[src/rtl/congest_pkg.sv]
package congest_pkg;
  typedef enum logic [1:0] {
    CFG_WARN  = 2'd0,
    CFG_REL   = 2'd1,
    CFG_BCLIM = 2'd2,
    CFG_NONE  = 2'd3
  } cfg_addr_e;
endpackage

[src/rtl/cg_cfg_regs.sv]
module cg_cfg_regs
  import congest_pkg::*;
#(
  parameter int OCC_W = 12,
  parameter int BC_W  = 8
) (
  input  logic             clk,
  input  logic             rst_n,
  input  logic             we,
  input  logic [1:0]       addr,
  input  logic [OCC_W-1:0] wdata,
  output logic [OCC_W-1:0] warn_q,
  output logic [OCC_W-1:0] rel_q,
  output logic [BC_W-1:0]  bclim_q
);
  logic [OCC_W-1:0] warn_d, rel_d;
  logic [BC_W-1:0]  bclim_d;

  always_comb begin
    warn_d  = warn_q;
    rel_d   = rel_q;
    bclim_d = bclim_q;
    if (we) begin
      case (cfg_addr_e'(addr))
        CFG_WARN:  warn_d  = wdata;
        CFG_REL:   rel_d   = wdata;
        CFG_BCLIM: bclim_d = wdata[BC_W-1:0];
        default:   ;
      endcase
    end
  end

  always_ff @(posedge clk or negedge rst_n) begin
    if (!rst_n) begin
      warn_q  <= '1;
      rel_q   <= '0;
      bclim_q <= '1;
    end else begin
      warn_q  <= warn_d;
      rel_q   <= rel_d;
      bclim_q <= bclim_d;
    end
  end

  // a write to the warning slot is visible on the next clock
  a_r11_warn_write: assert property (@(posedge clk) disable iff (!rst_n)
    (we && addr == 2'd0) |=> (warn_q == $past(wdata)));
  // address 3 changes nothing
  a_r11_unused_addr: assert property (@(posedge clk) disable iff (!rst_n)
    (we && addr == 2'd3) |=> ($stable(warn_q) && $stable(rel_q) && $stable(bclim_q)));
endmodule

[src/rtl/cg_watermark.sv]
module cg_watermark #(
  parameter int OCC_W       = 12,
  parameter int REFRESH_CYC = 1024
) (
  input  logic             clk,
  input  logic             rst_n,
  input  logic [OCC_W-1:0] occ,
  input  logic [OCC_W-1:0] warn,
  input  logic [OCC_W-1:0] rel,
  output logic             cong_q,
  output logic             tick
);
  localparam int CNT_W = (REFRESH_CYC > 2) ? $clog2(REFRESH_CYC) : 1;
  localparam logic [CNT_W-1:0] LAST = CNT_W'(REFRESH_CYC - 1);

  logic [OCC_W-1:0] rel_eff;
  logic             cong_d;
  logic [CNT_W-1:0] cnt_q, cnt_d;

  // release level clamped strictly below the warning level
  always_comb begin
    if (rel < warn)      rel_eff = rel;
    else if (warn == '0) rel_eff = '0;
    else                 rel_eff = warn - 1'b1;
  end

  always_comb begin
    cong_d = cong_q;
    if (!cong_q && (occ > warn))        cong_d = 1'b1;
    else if (cong_q && (occ < rel_eff)) cong_d = 1'b0;
  end

  assign tick = cong_q && (cnt_q == LAST);

  always_comb begin
    if (!cong_q)    cnt_d = '0;
    else if (tick)  cnt_d = '0;
    else            cnt_d = cnt_q + 1'b1;
  end

  always_ff @(posedge clk or negedge rst_n) begin
    if (!rst_n) begin
      cong_q <= 1'b0;
      cnt_q  <= '0;
    end else begin
      cong_q <= cong_d;
      cnt_q  <= cnt_d;
    end
  end

  a_r1_enter: assert property (@(posedge clk) disable iff (!rst_n)
    (!cong_q && occ > warn) |=> cong_q);
  a_r1_no_enter_at_mark: assert property (@(posedge clk) disable iff (!rst_n)
    (!cong_q && occ <= warn) |=> !cong_q);
  a_r2_hold: assert property (@(posedge clk) disable iff (!rst_n)
    (cong_q && occ >= rel && rel < warn) |=> cong_q);
  a_r3_clamped_release: assert property (@(posedge clk) disable iff (!rst_n)
    (cong_q && rel >= warn && warn != '0 && occ < warn - 1'b1) |=> !cong_q);
  a_r6_tick_only_congested: assert property (@(posedge clk) disable iff (!rst_n)
    tick |-> cong_q);
endmodule

[src/rtl/cg_port_ctl.sv]
module cg_port_ctl (
  input  logic clk,
  input  logic rst_n,
  input  logic cong,
  input  logic tick,
  input  logic fdx,
  input  logic rx_busy,
  output logic jam,
  output logic pause_req_q,
  output logic pause_max_q
);
  logic paused_q, paused_d;
  logic pause_req_d, pause_max_d;

  assign jam = cong && !fdx && rx_busy;

  always_comb begin
    paused_d    = paused_q;
    pause_req_d = 1'b0;
    pause_max_d = 1'b0;
    if (paused_q && (!cong || !fdx)) begin
      pause_req_d = 1'b1;
      paused_d    = 1'b0;
    end else if (paused_q && tick) begin
      pause_req_d = 1'b1;
      pause_max_d = 1'b1;
    end else if (!paused_q && cong && fdx && rx_busy) begin
      pause_req_d = 1'b1;
      pause_max_d = 1'b1;
      paused_d    = 1'b1;
    end
  end

  always_ff @(posedge clk or negedge rst_n) begin
    if (!rst_n) begin
      paused_q    <= 1'b0;
      pause_req_q <= 1'b0;
      pause_max_q <= 1'b0;
    end else begin
      paused_q    <= paused_d;
      pause_req_q <= pause_req_d;
      pause_max_q <= pause_max_d;
    end
  end

  a_r5_max_needs_cong: assert property (@(posedge clk) disable iff (!rst_n)
    (pause_req_q && pause_max_q) |-> $past(cong && fdx));
  a_r5_max_only_with_req: assert property (@(posedge clk) disable iff (!rst_n)
    pause_max_q |-> pause_req_q);
  a_r7_zero_after_release: assert property (@(posedge clk) disable iff (!rst_n)
    (pause_req_q && !pause_max_q) |-> $past(!cong || !fdx));
endmodule

[src/rtl/cg_bcast_gate.sv]
module cg_bcast_gate #(
  parameter int BC_W = 8
) (
  input  logic            clk,
  input  logic            rst_n,
  input  logic            frm_valid,
  input  logic            frm_bcast,
  input  logic            bc_free,
  input  logic [BC_W-1:0] bclim,
  output logic            drop
);
  logic [BC_W-1:0] bcnt_q, bcnt_d;
  logic            offer, admit;

  assign offer = frm_valid && frm_bcast;
  assign drop  = offer && (bcnt_q >= bclim);
  assign admit = offer && !drop;

  always_comb begin
    bcnt_d = bcnt_q;
    if (admit && !bc_free)                      bcnt_d = bcnt_q + 1'b1;
    else if (!admit && bc_free && bcnt_q != '0) bcnt_d = bcnt_q - 1'b1;
  end

  always_ff @(posedge clk or negedge rst_n) begin
    if (!rst_n) bcnt_q <= '0;
    else        bcnt_q <= bcnt_d;
  end

  a_r9_only_bcast_dropped: assert property (@(posedge clk) disable iff (!rst_n)
    drop |-> (frm_valid && frm_bcast));
  a_r10_count_up: assert property (@(posedge clk) disable iff (!rst_n)
    (frm_valid && frm_bcast && !drop && !bc_free) |=> (bcnt_q == $past(bcnt_q) + 1'b1));
  a_r10_floor: assert property (@(posedge clk) disable iff (!rst_n)
    (bcnt_q == '0 && !(frm_valid && frm_bcast)) |=> (bcnt_q == '0));
endmodule

[src/rtl/congest_ctrl.sv]
module congest_ctrl #(
  parameter int NPORT       = 12,
  parameter int OCC_W       = 12,
  parameter int BC_W        = 8,
  parameter int REFRESH_CYC = 1024
) (
  input  logic             clk,
  input  logic             rst_n,
  input  logic             cfg_we,
  input  logic [1:0]       cfg_addr,
  input  logic [OCC_W-1:0] cfg_wdata,
  input  logic [OCC_W-1:0] occ,
  input  logic [NPORT-1:0] port_fdx,
  input  logic [NPORT-1:0] port_rx_busy,
  input  logic             frm_valid,
  input  logic             frm_bcast,
  input  logic             bc_free,
  output logic             congested,
  output logic [NPORT-1:0] jam_req,
  output logic [NPORT-1:0] pause_req,
  output logic [NPORT-1:0] pause_max,
  output logic             frm_drop
);
  logic [1:0]       rst_sync_q;
  logic             rst_int_n;
  logic [OCC_W-1:0] warn, rel;
  logic [BC_W-1:0]  bclim;
  logic             tick;

  always_ff @(posedge clk or negedge rst_n) begin
    if (!rst_n) rst_sync_q <= 2'b00;
    else        rst_sync_q <= {rst_sync_q[0], 1'b1};
  end
  assign rst_int_n = rst_sync_q[1];

  cg_cfg_regs #(.OCC_W(OCC_W), .BC_W(BC_W)) u_regs (
    .clk(clk), .rst_n(rst_int_n), .we(cfg_we), .addr(cfg_addr), .wdata(cfg_wdata),
    .warn_q(warn), .rel_q(rel), .bclim_q(bclim)
  );

  cg_watermark #(.OCC_W(OCC_W), .REFRESH_CYC(REFRESH_CYC)) u_wm (
    .clk(clk), .rst_n(rst_int_n), .occ(occ), .warn(warn), .rel(rel),
    .cong_q(congested), .tick(tick)
  );

  for (genvar p = 0; p < NPORT; p++) begin : g_port
    cg_port_ctl u_port (
      .clk(clk), .rst_n(rst_int_n), .cong(congested), .tick(tick),
      .fdx(port_fdx[p]), .rx_busy(port_rx_busy[p]),
      .jam(jam_req[p]), .pause_req_q(pause_req[p]), .pause_max_q(pause_max[p])
    );
  end

  cg_bcast_gate #(.BC_W(BC_W)) u_bc (
    .clk(clk), .rst_n(rst_int_n), .frm_valid(frm_valid), .frm_bcast(frm_bcast),
    .bc_free(bc_free), .bclim(bclim), .drop(frm_drop)
  );

  // no jam toward a full-duplex port
  a_r4_no_jam_fdx: assert property (@(posedge clk) disable iff (!rst_int_n)
    (jam_req & port_fdx) == '0);
  // nothing requested while the buffer is calm and nothing is paused
  a_r12_quiet_when_calm: assert property (@(posedge clk) disable iff (!rst_int_n)
    !congested |-> (jam_req == '0));
endmodule

[config.mk]
export PLATFORM = sky130hd
export DESIGN_NAME = congest_ctrl
export DESIGN_NICKNAME = d
export VERILOG_FILES = /design/src/rtl/congest_pkg.sv /design/src/rtl/cg_cfg_regs.sv /design/src/rtl/cg_watermark.sv /design/src/rtl/cg_port_ctl.sv /design/src/rtl/cg_bcast_gate.sv /design/src/rtl/congest_ctrl.sv
export SDC_FILE = /design/constraint.sdc
export NUM_CORES = 1
export LEC_CHECK = 0
export CAP_MARGIN = 10
export CORE_ASPECT_RATIO = 0.75
export CORE_MARGIN = 1.5
export CORE_UTILIZATION = 35
export CTS_CLUSTER_DIAMETER = 200
export DETAILED_ROUTE_END_ITERATION = 12
export GPL_TIMING_DRIVEN = 0
export PLACE_DENSITY = 0.54
export SLEW_MARGIN = 20
export SYNTH_ARGS = -nofsm -noshare
export SYNTH_HDL_FRONTEND = slang
export SYNTH_SLANG_ARGS = --single-unit
[constraint.sdc]
create_clock -name clk -period 7.4 [get_ports clk]
set_input_delay 1.85 -clock clk [delete_from_list [all_inputs] [get_ports clk]]
set_output_delay 1.85 -clock clk [all_outputs]
set_load 0.01 [all_outputs]
==> metrics.md, run 1 <==
| Metric | Value |
|---|---|
| Final Hold Viols | 0 |
| Post-CTS Hold Fix Bufs | 0 |
| Maxcap violations | 0 |
| Top-area cell type share of the netlist area | 0.317 |
| Routed vias/inst | 4.82 |
| Initial antenna violation count | 0 |
| Worst vdd ir | 0.154 mV |
| Clk_lat worst skew | 0.34 ns |
| Yosys top cell by area | dfrtp_1 |
| Most frequent cell after synthesis | dfrtp_1 |
| Synth Flop Type | dfrtp_1 |
| Final period util | 0.684 |
| Required @ worst endpoint | approximately 5.6 ns |
| Total routed wirelength | 12.9 mm |
| Detail Placement HPWL | 10.1 mm |
| Total grt overflow | 0 |
| #FFs+latches synth | between 80 and 90 |
| Final TNS setup | 0 ns |
| Drt pass-1 iters | 5 |
| Vias | 4,222 |
| Proportion of layout cells with a drive suffix above 1 | 0.161 |
| GP Congestion | approximately 0.8 |
| DRT iter0 DRCs | 283 |
| Critical Path Start Type | input port |
| Reg clk slew, reported paths | 0.06 ns |
| Setup crit end kind | output pin |
| Fin crit period | 5.06 ns |
| Mapped Nets | around 670 |
| Worst-path fanout max | 4 |
| Worst relative slew slack | 0.357 |
| TritonCTS clock tree | done |
| Sequential fraction of the synthesis area | 0.414 |
| CTS buffer count | 9 |
| Final slew viol count | 0 |
| Clk Tree Root Cell | clkbuf_16 |
| Fraction of registers with async set/reset | 1.00 |
| Worst slew pin tran | 0.963 ns |
| Initial Util | 0.357 |
| Fmax | 198 MHz |
| Avg Cell Area, Syn | 9.70 um^2 |
| Fill count | about 1,500 |
| Post-synth top cells | 69 x dfrtp_1, 58 x nor2_1, 50 x ha_1 |
| # resized after CTS | 0 |
| Yosys warns | 0 |
| H-tree depth | 3 |
| Outcome | complete, no violations |
| Number of global-route vias before repair | about 4,300 |
| Largest net degree at the start of global routing | 47 |
| Post CTS Setup Buffer Count | 0 |
| Final setup viols | 0 |
| Clk_skew | 0.00899 ns |
| Core Footprint | 15,200 um^2 |
| Die H | 111 um |
| Gate Count Post-Synth | 561 |
| Kind of critical path | input port to output pin |
| # clock sinks | a little under 90 |
| CTS Buffer Depth | 2 |
| Area of the die | 16,300 um^2 |
| EDFF count, synth | 0 |
| Critical Path AT | 3.21 ns |
| I/O Pins | 94 |
| DRC Markers | 0 |
| First-pass GRT wire length | 21.6 mm |
| Synth-to-layout area growth | 28.4% |
| Mapped cell area | 5440 um^2 |
| Static leakage | 3.10 nW |
| PwrDens | between 200 and 300 nW/um^2 |
| Hold Crit Class | flip-flop to asynchronous set/reset pin |
| Final net count | 773 |
| Ranking of synthesized cells by area | dfrtp_1 32%, ha_1 11%, dfstp_2 9.7% |
| Post-route ant nets | 0 |
| Std-Cell Rows | 39 |
| Util after Layout | 0.459 |
| Yosys cell types | 52 |
| RSZ-0062 raised after global routing | false |
| ANT cells | 0 |
| WL/cell | 14.7 um |
| PortBufs | 93 |
| Total global-route track usage | 0.166 |
| Die X-Extent | 147 um |
[cells in the final DEF, fill, tap and decap left out, types with 9 or more instances in the layout]
master,n
nor3_1,12
a21oi_1,26
ha_1,50
mux2i_1,14
dfrtp_1,68
o21ai_0,44
clkbuf_1,11
mux2_2,26
buf_4,36
clkdlybuf4s50_1,93
xnor2_1,17
inv_1,30
dfstp_2,20
nand3_1,20
nand2_1,44
clkbuf_16,9
and3b_1,12
nor2_1,58
[flip-flops by register name, indices dropped and copies added, names as in the netlist, 2 cells and up]
signal and count:
g_port.u_port.paused_q 12, u_regs.bclim_q 8, u_regs.rel_q 12, u_wm.cnt_q 10
u_bc.bcnt_q 8, u_regs.warn_q 12, g_port.u_port.pause_max_q 12, g_port.u_port.pause_req_q 12
rst_sync_q 2
[through the flow]
step	setup slack (ns)	cell area, um^2	power (W)	hold slack [ns]	instances
after floorplan	3.41	5440	0.00128	0.331	561
after global placement	2.36	6630	0.00155	0.336	859
after detailed placement	2.35	6660	0.00158	0.347	860
after CTS	2.34	6980	0.00209	0.365	876
after global routing	2.26	6980	0.00223	0.382	876
final	2.34	6980	0.00206	0.336	876
[kinds of logic after synthesis]
group | Yosys count | share of synthesized area
compound gates | 98 | 0.105
xor+xnor | 22 | 0.0354
fa+ha+maj | 51 | 0.119
buf+inv | 80 | 0.0803
flops | 89 | 0.414
mux | 40 | 0.0796
other cells | 1 | 0.000689
simple gates | 180 | 0.167
[layout make-up]
cell class	instances	area (um^2)	share of cell area
clock buffer	9	225	0.0322
timing repair buffer	94	958	0.137
tap	205	256	0.0367
clock inverter	7	100	0.0143
multi-input combinational	392	2750	0.394
buffer	50	324	0.0464
inverter	30	113	0.0161
sequential	89	2260	0.323
[where the power goes]
part	switching, W	internal, W
combinational	0.000427	0.000439
clock	0.000197	0.000300
sequential	0.0000919	0.000607
total	0.000716	0.00135
[critical path, cell delays in order]
cell,delay (ns)
clkdlybuf4s50_1,0.57
and3b_1,0.18
buf_4,0.09
clkdlybuf4s50_1,0.51
[final timing paths]
check | slack [ns] | cells after the start | start | endpoint
max | 2.34 | 4 | port_rx_busy[7] | jam_req[7]
min | 0.34 | 0 | rst_sync_q[1] | g_port[11].u_port.pause_max_q
max reg2reg | 3.35 | 14 | u_regs.warn_q[1] | u_wm.cong_q
min reg2reg | 0.34 | 0 | rst_sync_q[1] | g_port[11].u_port.pause_max_q
max in group asynchronous | 5.58 | 1 | rst_n | rst_sync_q[1]
min in group clk | 0.36 | 0 | rst_sync_q[0] | rst_sync_q[1]
[per-layer routing]
layer	vias to the layer above	track usage	share of wire
met4	0	0.0373	0.0043
li1	2127	-	-
met5	-	0	0
met1	1986	0.236	0.50
met2	104	0.260	0.45
met3	5	0.0350	0.048
Note: power is estimated with default switching activity, not from simulation.
==> inputs of run 2 (changes only) <==
--- a/config.mk
+++ b/config.mk
@@ -12,7 +12,7 @@
 export CTS_CLUSTER_DIAMETER = 200
 export DETAILED_ROUTE_END_ITERATION = 12
 export GPL_TIMING_DRIVEN = 0
-export PLACE_DENSITY = 0.54
+export PLACE_DENSITY = 0.56
 export SLEW_MARGIN = 20
 export SYNTH_ARGS = -nofsm -noshare
 export SYNTH_HDL_FRONTEND = slang
==> constraint.sdc (replaced) <==
create_clock -name clk -period 4.2 [get_ports clk]
set_input_delay 1.05 -clock clk [delete_from_list [all_inputs] [get_ports clk]]
set_output_delay 1.05 -clock clk [all_outputs]
set_load 0.01 [all_outputs]
==> run 2 against run 1 <==
Power increased by 78%; non-clock buffer count unchanged; global-route usage increased by 0.91 points; final area unchanged; combinational power increased by 78%; die area unchanged; sequential power increased by 76%; sequential share of layout area unchanged; critical path depth increased by 10; flip-flop and latch count unchanged; largest power group unchanged.
==> metrics.md, run 2 (synthesized netlist as in run 1, its figures left out) <==
| Metric | Value |
|---|---|
| Outcome | complete, no violations |
| Initial Util | 0.357 |
| WL/cell | approximately 15 um |
| GP Congestion | 0.760 |
| DRT iter0 DRCs | 223 |
| Commonest non-fill, non-tap cell in the layout | clkdlybuf4s50_1 |
| Clk_skew | ~0.0071 ns |
| Total global-route track usage | 0.175 |
| Final slew viol count | 0 |
| Worst relative slew slack | 0.357 |
| Std-Cell Rows | 39 |
| First-pass GRT wire length | 22.4 mm |
| Total grt overflow | 0 |
| TritonCTS clock tree | done |
| Cells after DPL | between 800 and 900 |
| Cell Area, Placed | 6650 um^2 |
| Hold EP | rst_sync_q[1] |
| Critical Path Start Type | flip-flop |
| Flop2flop setup slack | 0.31 ns |
| Total routed wirelength | 13.3 mm |
| I/O Pins | 94 |
| Slowest-stage cell, CP | dfstp_2 |
| Finished Cell Area | 6980 um^2 |
| ANT cells | 0 |
| Max incr delay on CP | 0.55 ns |
| Core Footprint | 15,200 um^2 |
| Required @ worst endpoint | 4.43 ns |
| Final period util | 0.927 |
| Final setup viols | 0 |
| Most frequent cells in the layout | 93 x clkdlybuf4s50_1, 68 x dfrtp_1, 58 x nor2_1, 50 x ha_1 |
| # clock sinks | 89 |
| Worst slew pin tran | 0.962 ns |
| Min-delay src | rst_sync_q[0] |
| Die X-Extent | 147 um |
| Area of the die | 16,300 um^2 |
| Final Hold Viols | 0 |
| Path depth of the worst reg2reg path | 14 |
| RSZ-0062 raised after global routing | false |
| Drt pass-1 iters | 4 |
| Setup crit end kind | flip-flop |
| Static leakage | 3.11 nW |
| Clk Tree Root Cell | clkbuf_16 |
| Vias | 4,301 |
| Final net count | 773 |
| DRC Markers | 0 |
| Proportion of layout cells with a drive suffix above 1 | 0.164 |
| Number of global-route vias before repair | 4,428 |
| Reg clk slew, reported paths | 0.06 ns |
| Post-route ant nets | 0 |
| Worst vdd ir | 0.320 mV |
| Critical-path cell list | inv_1 -> ha_1 -> a211oi_1 -> o21ai_0 -> a221oi_2 -> clkbuf_2 -> a21oi_1 -> ha_1 -> a2111oi_0 -> o21ai_0 -> o2111ai_1 -> nand2_1 -> a22oi_1 -> o31ai_1 |
| Largest net degree at the start of global routing | 49 |
| Fin cells | around 880 |
| Die H | about 110 um |
| Routed vias/inst | 4.91 |
| Util after Layout | 0.459 |
| Critical Path AT | 4.12 ns |
| Fin crit period | 3.89 ns |
| Hold Crit Class | flip-flop to flip-flop |
| Detail Placement HPWL | 10.3 mm |
| Worst-path fanout max | 10 |
| Initial antenna violation count | 0 |
| RR Startpoint | u_regs.warn_q[5] |
| Hold Crit Depth | 0 |
| H-tree depth | 3 |
| PwrDens | 526 nW/um^2 |
| Synth-to-layout area growth | 28.4% |
| Post CTS Setup Buffer Count | 0 |
| Maxcap violations | 0 |
| R2r endpoint | u_wm.cong_q |
| Final Hold Slack | 0.348 ns |
| Fmax | 257 MHz |
| PortBufs | 93 |
| Kind of critical path | flip-flop to flip-flop |
| Clk_lat worst skew | 0.35 ns |
| CTS buffer count | 9 |
| CTS Buffer Depth | 2 |
-- run 2: cell counts in the layout (fill, tap and decap cells not counted) --
Identical to the previous run, type by type.
-- run 2: metrics by stage --
step / setup slack, ns / total power, W / TNS [ns]
4_1_cts: 0.162 / 0.00371 / 0
3_3_place_gp: 0.244 / 0.00272 / 0
6_report: 0.306 / 0.00367 / 0
3_5_place_dp: -0.0536 / 0.00280 / -0.0536
2_1_floorplan: 0.891 / 0.00226 / 0
5_1_grt: 0.0118 / 0.00398 / 0
-- run 2: area by class of cell --
class / count / area [um^2]
Multi-Input combinational cell: 392 / 2760
Sequential cell: 89 / 2260
Fill cell: 1482 / 8240
Inverter: 30 / 113
Timing Repair Buffer: 94 / 951
Clock inverter: 7 / 100
Tap cell: 205 / 256
Buffer: 50 / 325
Clock buffer: 9 / 225
-- run 2: worst max path at each step --
stage                           startpoint              to  slack (ns)  cells after the start
after global placement    u_regs.warn_q[1]     u_wm.cong_q        0.24                     14
after global routing        u_bc.bcnt_q[0]  u_bc.bcnt_q[6]        0.01                     14
after floorplan             u_bc.bcnt_q[0]  u_bc.bcnt_q[6]        0.89                     14
after CTS                 u_regs.warn_q[5]     u_wm.cong_q        0.16                     14
after detailed placement  u_regs.warn_q[5]     u_wm.cong_q       -0.05                     14
final                     u_regs.warn_q[5]     u_wm.cong_q        0.31                     14
-- run 2: critical path, delay by kind of cell (launching register included) --
| kind | cells | cell delay [ns] |
|---|---|---|
| flops | 1 | 0.55 |
| fa+ha+maj | 2 | 0.60 |
| compound gates | 9 | 2.11 |
| simple gates | 1 | 0.09 |
| buf+inv | 2 | 0.41 |
-- run 2: power by group --
part	internal, W	switching (W)	total (W)
logic	0.000776	0.000769	0.00154
clock network	0.000528	0.000365	0.000893
registers	0.00107	0.000164	0.00123
total	0.00237	0.00130	0.00367
-- run 2: metal layers --
metal	up-vias	GRT usage	share of wire	wire length [um]
met5	-	0	0	0
met4	0	0.0460	0.012	158
met3	13	0.0453	0.053	703
met2	103	0.281	0.45	5980
met1	2050	0.236	0.49	6480
li1	2135	-	-	-
-- run 2: repair_timing --
action / in CTS / in global routing
endpoints found under the setup margin: 1 / 1
hold buffers: 0 / 0
pin swaps: 0 / 1
resized for setup: 1 / 2
hold endpoints to repair: 0 / 0
